$ cat src/rtl/gpio_pkg.sv
package gpio_pkg;
  typedef enum logic [1:0] {
    ACC_DATA = 2'd0,
    ACC_DIR  = 2'd1,
    ACC_BAD  = 2'd2
  } acc_kind_e;
endpackage

$ cat src/rtl/gpio_sync.sv
module gpio_sync #(
  parameter int WIDTH  = 8,
  parameter int STAGES = 2
) (
  input  logic             clk_i,
  input  logic             rst_ni,
  input  logic [WIDTH-1:0] async_i,
  output logic [WIDTH-1:0] sync_o
);
  logic [WIDTH-1:0] stg_q [STAGES];

  for (genvar s = 0; s < STAGES; s++) begin : g_stage
    always_ff @(posedge clk_i or negedge rst_ni) begin
      if (!rst_ni) stg_q[s] <= '0;
      else if (s == 0) stg_q[s] <= async_i;
      else stg_q[s] <= stg_q[(s == 0) ? 0 : s-1];
    end
  end

  assign sync_o = stg_q[STAGES-1];
endmodule

$ cat src/rtl/gpio_decode.sv
module gpio_decode
  import gpio_pkg::*;
#(
  parameter int NPINS  = 8,
  parameter int ADDR_W = 12
) (
  input  logic [ADDR_W-1:0] addr_i,
  output acc_kind_e         kind_o,
  output logic [NPINS-1:0]  mask_o
);
  localparam int MASK_LO = 2;
  localparam int MASK_HI = NPINS + 1;
  localparam int WIN_TOP = NPINS + 2;
  localparam logic [ADDR_W-1:0] DIR_ADDR = ADDR_W'(1) << WIN_TOP;

  assign mask_o = addr_i[MASK_HI:MASK_LO];

  always_comb begin
    if (addr_i[1:0] != 2'b00)              kind_o = ACC_BAD;
    else if (addr_i[ADDR_W-1:WIN_TOP] == '0) kind_o = ACC_DATA;
    else if (addr_i == DIR_ADDR)            kind_o = ACC_DIR;
    else                                    kind_o = ACC_BAD;
  end
endmodule

$ cat src/rtl/gpio_regs.sv
module gpio_regs
  import gpio_pkg::*;
#(
  parameter int NPINS = 8
) (
  input  logic             clk_i,
  input  logic             rst_ni,
  input  logic             valid_i,
  input  logic             write_i,
  input  acc_kind_e        kind_i,
  input  logic [NPINS-1:0] mask_i,
  input  logic [NPINS-1:0] wdata_i,
  output logic [NPINS-1:0] dir_o,
  output logic [NPINS-1:0] out_o
);
  logic [NPINS-1:0] dir_q, out_q, upd;
  logic wr_dir, wr_data;

  assign wr_dir  = valid_i & write_i & (kind_i == ACC_DIR);
  assign wr_data = valid_i & write_i & (kind_i == ACC_DATA);
  // only enabled pins that already drive may change
  assign upd     = mask_i & dir_q;

  always_ff @(posedge clk_i or negedge rst_ni) begin
    if (!rst_ni) begin
      dir_q <= '0;
      out_q <= '0;
    end else begin
      if (wr_dir)  dir_q <= wdata_i;
      if (wr_data) out_q <= (out_q & ~upd) | (wdata_i & upd);
    end
  end

  assign dir_o = dir_q;
  assign out_o = out_q;


  dir_write_chk: assert property (@(posedge clk_i) disable iff (!rst_ni)
    (valid_i && write_i && kind_i == ACC_DIR) |=> dir_o == $past(wdata_i));


  out_guard_chk: assert property (@(posedge clk_i) disable iff (!rst_ni)
    (valid_i && write_i && kind_i == ACC_DATA) |=>
      ((out_o ^ $past(out_o)) & ~($past(mask_i) & $past(dir_o))) == '0);


  bad_write_chk: assert property (@(posedge clk_i) disable iff (!rst_ni)
    (valid_i && write_i && kind_i == ACC_BAD) |=> ($stable(dir_o) && $stable(out_o)));
endmodule

$ cat src/rtl/gpio_rdpath.sv
module gpio_rdpath
  import gpio_pkg::*;
#(
  parameter int NPINS = 8
) (
  input  logic             clk_i,
  input  logic             rst_ni,
  input  logic             valid_i,
  input  logic             write_i,
  input  acc_kind_e        kind_i,
  input  logic [NPINS-1:0] mask_i,
  input  logic [NPINS-1:0] dir_i,
  input  logic [NPINS-1:0] out_i,
  input  logic [NPINS-1:0] pin_sync_i,
  output logic [NPINS-1:0] rdata_o,
  output logic             rvalid_o
);
  logic [NPINS-1:0] pin_view, rd_val;
  logic rd_req;

  assign pin_view = (dir_i & out_i) | (~dir_i & pin_sync_i);
  assign rd_req   = valid_i & ~write_i;

  always_comb begin
    unique case (kind_i)
      ACC_DATA: rd_val = mask_i & pin_view;
      ACC_DIR:  rd_val = dir_i;
      default:  rd_val = '0;
    endcase
  end

  always_ff @(posedge clk_i or negedge rst_ni) begin
    if (!rst_ni) begin
      rdata_o  <= '0;
      rvalid_o <= 1'b0;
    end else begin
      rvalid_o <= rd_req;
      if (rd_req) rdata_o <= rd_val;
    end
  end


  rd_mask_chk: assert property (@(posedge clk_i) disable iff (!rst_ni)
    (rd_req && kind_i == ACC_DATA) |=> (rdata_o & ~$past(mask_i)) == '0);


  bad_read_chk: assert property (@(posedge clk_i) disable iff (!rst_ni)
    (rd_req && kind_i == ACC_BAD) |=> rdata_o == '0);


  rd_strobe_chk: assert property (@(posedge clk_i) disable iff (!rst_ni)
    rd_req |=> rvalid_o);


  wr_no_strobe_chk: assert property (@(posedge clk_i) disable iff (!rst_ni)
    (valid_i && write_i) |=> !rvalid_o);
endmodule

$ cat src/rtl/gpio_mask_port.sv
module gpio_mask_port
  import gpio_pkg::*;
#(
  parameter int NPINS       = 8,
  parameter int ADDR_W      = 12,
  parameter int SYNC_STAGES = 2
) (
  input  logic              clk_i,
  input  logic              rst_ni,
  input  logic              req_valid_i,
  input  logic              req_write_i,
  input  logic [ADDR_W-1:0] req_addr_i,
  input  logic [NPINS-1:0]  wr_data_i,
  output logic [NPINS-1:0]  rd_data_o,
  output logic              rd_valid_o,
  input  logic [NPINS-1:0]  pin_i,
  output logic [NPINS-1:0]  pin_out_o,
  output logic [NPINS-1:0]  pin_oe_o
);
  acc_kind_e        kind;
  logic [NPINS-1:0] mask, dir, outv, pin_sync;

  gpio_sync #(.WIDTH(NPINS), .STAGES(SYNC_STAGES)) i_sync (
    .clk_i, .rst_ni, .async_i(pin_i), .sync_o(pin_sync)
  );

  gpio_decode #(.NPINS(NPINS), .ADDR_W(ADDR_W)) i_decode (
    .addr_i(req_addr_i), .kind_o(kind), .mask_o(mask)
  );

  gpio_regs #(.NPINS(NPINS)) i_regs (
    .clk_i, .rst_ni, .valid_i(req_valid_i), .write_i(req_write_i),
    .kind_i(kind), .mask_i(mask), .wdata_i(wr_data_i),
    .dir_o(dir), .out_o(outv)
  );

  gpio_rdpath #(.NPINS(NPINS)) i_rdpath (
    .clk_i, .rst_ni, .valid_i(req_valid_i), .write_i(req_write_i),
    .kind_i(kind), .mask_i(mask), .dir_i(dir), .out_i(outv),
    .pin_sync_i(pin_sync), .rdata_o(rd_data_o), .rvalid_o(rd_valid_o)
  );

  assign pin_out_o = outv;
  assign pin_oe_o  = dir;


  reset_idle_chk: assert property (@(posedge clk_i)
    $rose(rst_ni) |-> (pin_oe_o == '0 && pin_out_o == '0 && !rd_valid_o));
endmodule

$ cat config.mk
export PLATFORM = sky130hd
export DESIGN_NAME = gpio_mask_port
export DESIGN_NICKNAME = d
export VERILOG_FILES = /design/src/rtl/gpio_pkg.sv /design/src/rtl/gpio_sync.sv /design/src/rtl/gpio_decode.sv /design/src/rtl/gpio_regs.sv /design/src/rtl/gpio_rdpath.sv /design/src/rtl/gpio_mask_port.sv
export SDC_FILE = /design/constraint.sdc
export NUM_CORES = 1
export LEC_CHECK = 0
export CAP_MARGIN = 40
export CORE_UTILIZATION = 45
export CTS_BUF_LIST = sky130_fd_sc_hd__clkbuf_8 sky130_fd_sc_hd__clkbuf_16
export CTS_CLUSTER_DIAMETER = 60
export DETAILED_ROUTE_END_ITERATION = 12
export PLACE_DENSITY_LB_ADDON = 0.08
export SLEW_MARGIN = 20
export SYNTH_ARGS = -nofsm -noshare
export SYNTH_HDL_FRONTEND = slang
export SYNTH_HIERARCHICAL = 1
export SYNTH_SLANG_ARGS = --single-unit
$ cat constraint.sdc
create_clock -name clk_i -period 1.07 [get_ports clk_i]
set_clock_uncertainty 0.05 [all_clocks]
set_input_delay 0.1605 -clock clk_i [delete_from_list [all_inputs] [get_ports clk_i]]
set_output_delay 0.1605 -clock clk_i [all_outputs]
set_load 0.005 [all_outputs]
== Word-level counts from Yosys, hierarchy flattened ==
Cells that the tools add are included.

* Bits in registers: 41
* Bits in latches: 0
* RAM bits: 0
* Bits in read-only memories: 0
* Input bits: 32
* Memories kept: 0

* Add/subtract/negate cells: 0
* Multipliers: 0
* Div/mod/pow operators: 0
* Magnitude comparators: 0
* Equal/unequal tests: 2
* Shifts and indexed selects: 0
* Multiplexer cells: 4
* Bitwise gates (word level): 15
* Reduce and logical (&&, ||, !) cells: 3

{| class="wikitable"
|+ Operators with widths
! cell !! number
|-
| $and 8x8->8 || 6
|-
| $not 8->8 || 2
|-
| $or 8x8->8 || 2
|-
| $pmux 8 s2 || 1
|-
| $eq 12x11->1 const B || 1
|-
| $mux 2 || 3
|-
| $and 1x1->1 || 4
|-
| $logic_not 2->1 || 2
|-
| $eq 2x1->1 const B || 1
|-
| $reduce_bool 2->1 || 1
|-
| $not 1->1 || 1
|}

== Depth between registers and ports, before layout ==
Gate-level depths: netlist of the first run.

* Depth after elaboration: 6
* Gate-level depth with buffers: 7
* Depth with buffers taken out: 6

== By module ==
Netlist of the first run, hierarchy kept.

{| class="wikitable"
|+ By module, submodules not included
! module !! times used !! cells an instance !! area an instance (um2) !! sequential area each (um2)
|-
| gpio_regs || 1 || 43 || 694.4 || 400.4
|-
| gpio_rdpath || 1 || 55 || 511.7 || 225.2
|-
| gpio_sync || 1 || 24 || 460.4 || 400.4
|-
| gpio_decode || 1 || 14 || 106.4 || 0.0
|}

== Least setup slack after synthesis of the first run ==
Ideal clock, no wire load.

* Kind: input to register
* From: in req_addr_i[5]
* To: reg with a tool-made name
* Setup time: 125 ps
* Arrival: 2078 ps
* Setup slack: -1184 ps
* Stages: 7
* Path buffers: 1
* Path through: nor4b_2 > nand3_1 > nor4_1 > and4bb_1 > buf_6 > nand3_1 > mux2_4

{| class="wikitable"
|+ RTL lines
! item !! line !! text
|-
| start: declaration || gpio_mask_port.sv:12 || <nowiki>input logic [ADDR_W-1:0] req_addr_i,</nowiki>
|}

==> qor.csv, run 1 <==
metric,value,unit
status,"complete, but fails checks",
violations,negative setup slack,
clkSlewWorstSetupHoldPaths,0.07,ns
dp_slack,-1.41,ns
drc,0,
core_region_area,3720,µm²
ys_types,23,
syn_inst,136,
dp_hpwl,2890,µm
ys_seq_area_frac,0.579,
max-vdd-ir-drop,0.000869,V
grt_overflow,0,
dr.pass1.iters,4,
num_rows,22,
netlist_top_cells_area,"dfrtp_1 58%, buf_4 7.2%, mux2_4 6.8%, mux2_2 5.1%, a32oi_1 3.5%",
synth_warnings,6,
layout_setup_ws,-0.697,ns
gp_congestion,0.745,
wirelength,4180,µm
num_vias,1380,
synth_edf_count,0,
die_area,4200,µm²
htreeDepth,2,
initial_core_util,0.477,
async_flop_share,1.00,
netlist_area,1770,µm²
layout_min_cycle_time,1.77,ns
viasPerCell,5.05,
arrival,1.89,ns
p_leak,0.00142,µW
die_w,64.8,µm
end_kind,flop,
wl_per_cell,15.3,µm
synth.top_cell.area_share,0.579,
worst_slew_pin_slew,0.291,ns
yosys.area.top_type,dfrtp_1,
fmax,566,MHz
ys_ff_latch,41,
slew_viol_final,0,
synth_most_common_cell,dfrtp_1,
finalHoldViolCount,0,
path_class,primary input to flop,
drtIter0Drc,34,
maxCapViolCount,0,
start_kind,primary input,
cp.required,1.19,ns
cts_tree,built,
grt_start_max_net_pins,42,
finalSetupViolCount,24,
clock-sinks,41,
grt_pass1_wl,6780,µm
syn_to_final_growth,51.8,%
cts_root_buf,clkbuf_8,
rsz0062_at_grt,true,
ant_nets,0,
finalCritPeriodShare,1.65,
slew_headroom,0.803,
fillCellCount,285,
n_antenna_cell,0,
layout-drive-gt1-share,0.538,
cp_max_fo,5,
cts_made_buffers,5,
synthTopCellsByCount,"41 x dfrtp_1, 17 x buf_4",
total_power,3040,µW
synthesis.nets,168,
pwr_density_cell,1130,nW/µm²
track_usage,0.224,
clockBufferDepth,2,
clk_latency,0.29,ns
layout.nets,257,
grt_pass1_vias,1448,
grt_antenna_before_repair,0,
syn_area_per_cell,13.0,µm²
min_path_type,primary input to flop,
portBuffers,56,
ys.flop_type,dfrtp_1,
die_h,64.8,µm
io_pins,57,
[layout by cell type (no fill, tap or decap), drive strengths merged, types with 2 or more instances in the layout]
| cell type | n |
|---|---|
| a21o | 8 |
| a32oi | 7 |
| buf | 76 |
| clkbuf | 7 |
| clkdlybuf4s15 | 2 |
| clkdlybuf4s50 | 21 |
| dfrtp | 41 |
| mux2 | 16 |
| nand2 | 8 |
| nand3 | 9 |
| nor2 | 8 |
| o21ai | 8 |
[what timing repair did]
item	CTS	global route
pin swaps	14	8
hold buffers	1	0
hold endpoints to repair	41	0
buffers inserted	8	0
setup endpoints to repair	49	25
resized for setup	146	6
[critical path, stage by stage]
cell and delay, ns:
buf_6 0.10, nor4b_4 0.28, nand3_2 0.10, a2111o_1 0.40, and4bb_1 0.32, buf_6 0.15, nand3_2 0.07, mux2_4 0.30
[report_power, final]
group | internal, µW | switching (µW)
Sequential | 1590 | 11.5
Combinational | 158 | 118
Clock | 677 | 493
[final cells by class]
| class | instances | area [µm²] | share of cell area |
|---|---|---|---|
| sequential | 41 | 1030 | 0.381 |
| timing repair buffer | 102 | 810 | 0.301 |
| multi-input combinational | 74 | 688 | 0.256 |
| clock buffer | 5 | 68.8 | 0.0256 |
| tap | 48 | 60.1 | 0.0223 |
| clock inverter | 2 | 35.0 | 0.0130 |
| inverter | 1 | 3.75 | 0.00139 |
[metal layers]
layer  vias to the layer above  global-route usage  wire, µm
met5                         -                   0         0
met4                         0              0.0972        72
met3                        10              0.0528       213
met2                        46               0.393      2220
met1                       677               0.258      1680
li1                        647                   -         -
[stage by stage]
step / instance area, µm² / setup TNS (ns) / cells / utilization / hold WS [ns]
2_1_floorplan: 1840 / -15.42 / 136 / - / -0.185
3_3_place_gp: 2580 / -29.21 / 257 / 0.695 / 0.0957
3_5_place_dp: 2580 / -30.90 / 257 / 0.695 / 0.102
4_1_cts: 2690 / -15.16 / 273 / 0.724 / 0.245
5_1_grt: 2690 / -15.57 / 273 / 0.724 / 0.240
6_report: 2690 / -14.06 / 273 / 0.724 / 0.250
[logic make-up after synthesis]
family,after synthesis,share of synthesized area
DFF,41,0.579
and+or+nand+nor,33,0.109
AOI/OAI and AO/OA,25,0.100
buffers and inverters,21,0.0931
muxes,16,0.119
[final timing paths]
path / from / endpoint / slack (ns) / cells past startpoint
max in group asynchronous: rst_ni / i_sync/sync_o[2] / 0.45 / 3
worst min register to register: i_sync/stg_q[14] / i_sync/sync_o[6] / 0.30 / 0
worst max register to register: flop / i_rdpath/rdata_o[4] / -0.15 / 5
worst min-delay path: req_addr_i[8] / i_rdpath/rdata_o[6] / 0.25 / 4
worst max-delay path: req_addr_i[9] / flop / -0.70 / 8
min in group asynchronous: rst_ni / async pin / 0.32 / 3
No activity file was read; power rests on OpenSTA's default activity.
==> run 2, diff against run 1 <==
--- a/config.mk
+++ b/config.mk
@@ -16,3 +16,4 @@
 export SYNTH_HDL_FRONTEND = slang
 export SYNTH_HIERARCHICAL = 1
 export SYNTH_SLANG_ARGS = --single-unit
+export TNS_END_PERCENT = 5
==> run 2 against run 1 <==
  * The flow still finishes with violations (negative setup slack)
  * Power is 1.0% higher
  * Core utilization is 1.0 points lower
  * Setup slack better by 0.0096 ns
  * Hold slack worse by 0.0022 ns
  * Sequential share of layout area is 0.54 points higher
  * Critical path type unchanged
  * Count of clock-buffer cells in the layout stayed put
  * First-iteration DRC count is 130% higher
  * Clock power hardly changed
  * Largest cell class unchanged
  * Die area stayed put
  * Combinational power hardly changed
==> qor.csv, run 2 (same netlist as run 1, synthesis figures left out) <==
metric,value,unit,change
wl_per_cell,15.0,µm,-1.9%
rsz0062_at_grt,true,,
end_kind,flop,,
fmax,569,MHz,+0.55%
slew_viol_final,0,,unchanged
start_kind,primary input,,
viasPerCell,5.02,,-0.72%
maxCapViolCount,0,,unchanged
p_leak,0.00137,µW,-3.1%
ant_nets,0,,unchanged
finalSetupViolCount,24,,unchanged
finalCritPeriodShare,1.64,,-0.00899
cts_tree,built,,
pwr_density_cell,1160,nW/µm²,+2.5%
layout_setup_ws,-0.687,ns,+0.00962 ns
cp_max_fo,5,,unchanged
drc,0,,unchanged
clk_latency,0.29,ns,about the same
portBuffers,56,,unchanged
layout_min_cycle_time,1.76,ns,-0.00962 ns
layout_commonest_cell,dfrtp_1,,
path_class,primary input to flop,,
max-vdd-ir-drop,0.000944,V,+8.7%
n_antenna_cell,0,,unchanged
clock-sinks,41,,unchanged
arrival,1.88,ns,about the same
clkSlewWorstSetupHoldPaths,0.08,ns,about the same
slew_headroom,0.826,,+0.0223
mostFrequentLayoutCells,"41 x dfrtp_1, 34 x buf_4, 22 x clkbuf_2",,
drtIter0Drc,78,,+130%
die_area,4200,µm²,unchanged
die_w,64.8,µm,unchanged
grt_overflow,0,,unchanged
cp.required,1.19,ns,about the same
grt_antenna_before_repair,0,,unchanged
cts_made_buffers,5,,unchanged
htreeDepth,2,,unchanged
fillCellCount,278,,-2.5%
grt_start_max_net_pins,42,,unchanged
finalCoreUtilization,0.714,,-0.0101
min_path_type,primary input to flop,,
gp_congestion,0.734,,-1.5%
dr.pass1.iters,4,,unchanged
wirelength,4050,µm,-3.0%
num_vias,1355,,-1.8%
status,"complete, but fails checks",,
num_rows,22,,unchanged
violations,negative setup slack,,
track_usage,0.210,,-0.0139
io_pins,57,,unchanged
layout-drive-gt1-share,0.514,,-0.0243
clockBufferDepth,2,,unchanged
dp_hpwl,2940,µm,+2.0%
layout.nets,253,,-1.6%
grt_pass1_vias,1400,,-3.3%
initial_core_util,0.477,,unchanged
grt_pass1_wl,6460,µm,-4.7%
core_region_area,3720,µm²,unchanged
cts_root_buf,clkbuf_8,,
worst_slew_pin_slew,0.258,ns,-0.0328 ns
finalHoldViolCount,0,,unchanged
die_h,64.8,µm,unchanged
total_power,3080,µW,+1.0%
syn_to_final_growth,49.7,%,
run 2: cell count changes in the layout (fill, tap and decap cells not counted), moves of 2 or more:
cell | before | now
dlygate4sd2_1 | 0 | 2
clkdlybuf4s15_1 | 2 | 0
clkbuf_2 | 2 | 22
buf_2 | 29 | 8
buf_6 | 11 | 6
run 2: final cells by class:
class                   count  area, µm²  area share
repair buffers             98        777       0.293
multi-input cells          74        676       0.255
inverters                   1       3.75     0.00141
flip-flops and latches     41       1030       0.387
clock buffers               5       68.8      0.0259
clock inverters             3       42.5      0.0160
well taps                  48       60.1      0.0226
run 2: routing by layer:
metal | GRT usage | vias to the layer above | part of all wire
met4 | 0.0972 | 0 | 0.025
met3 | 0.0599 | 13 | 0.057
li1 | - | 638 | -
met5 | 0 | - | 0
met2 | 0.346 | 46 | 0.51
met1 | 0.253 | 658 | 0.41
run 2: worst max-delay path, stage by stage:
cell and delay (ns):
clkdlybuf4s50_1 0.45, buf_4 0.16, nor4_4 0.31, and4bb_1 0.28
buf_6 0.15, nand3_2 0.06, mux2_4 0.29
run 2: report_power, final:
part	switching, µW	leakage [µW]	total [µW]	internal (µW)
combinational	118	0.000778	279	161
sequential	12.1	0.000534	1600	1590
clock	510	0.0000595	1200	690
run 2: metrics by stage:
stage          cell area (µm²)  setup TNS (ns)  setup WS, ns  hold WS (ns)  instances
2_1_floorplan             1840          -15.57        -0.800        -0.185        136
3_3_place_gp              2570          -28.86         -1.32        0.0916        256
3_5_place_dp              2570          -29.99         -1.38         0.101        256
4_1_cts                   2720          -15.33        -0.725         0.237        267
5_1_grt                   2650          -15.82        -0.753         0.242        270
6_report                  2650          -14.01        -0.687         0.248        270
run 2: worst paths after layout:
path                                  endpoint  slack [ns]  cells after the start              from
min                        i_rdpath/rdata_o[7]        0.25                      4     req_addr_i[9]
min in group asynchronous      i_regs/dir_o[4]        0.32                      3            rst_ni
max reg2reg                               flop       -0.01                      3   i_regs/dir_o[5]
max                                       flop       -0.69                      7     req_addr_i[1]
max in group asynchronous            async pin        0.45                      3            rst_ni
min reg2reg                   i_sync/sync_o[5]        0.31                      0  i_sync/stg_q[13]
run 2: what timing repair did:
| action | CTS | global route |
|---|---|---|
| hold buffers | 1 | 0 |
| hold endpoints to repair | 41 | 0 |
| setup buffers | 2 | 3 |
| endpoints found under the setup margin | 49 | 46 |
| pin swaps | 15 | 9 |
| gates resized for setup | 99 | 24 |
==> run 3, diff against run 2 <==
--- a/config.mk
+++ b/config.mk
@@ -11,7 +11,6 @@
 export CTS_CLUSTER_DIAMETER = 60
 export DETAILED_ROUTE_END_ITERATION = 12
 export PLACE_DENSITY_LB_ADDON = 0.08
-export SLEW_MARGIN = 20
 export SYNTH_ARGS = -nofsm -noshare
 export SYNTH_HDL_FRONTEND = slang
 export SYNTH_HIERARCHICAL = 1
==> results of run 3 <==
The final DEF is identical to that of run 2; final timing and power are the same.
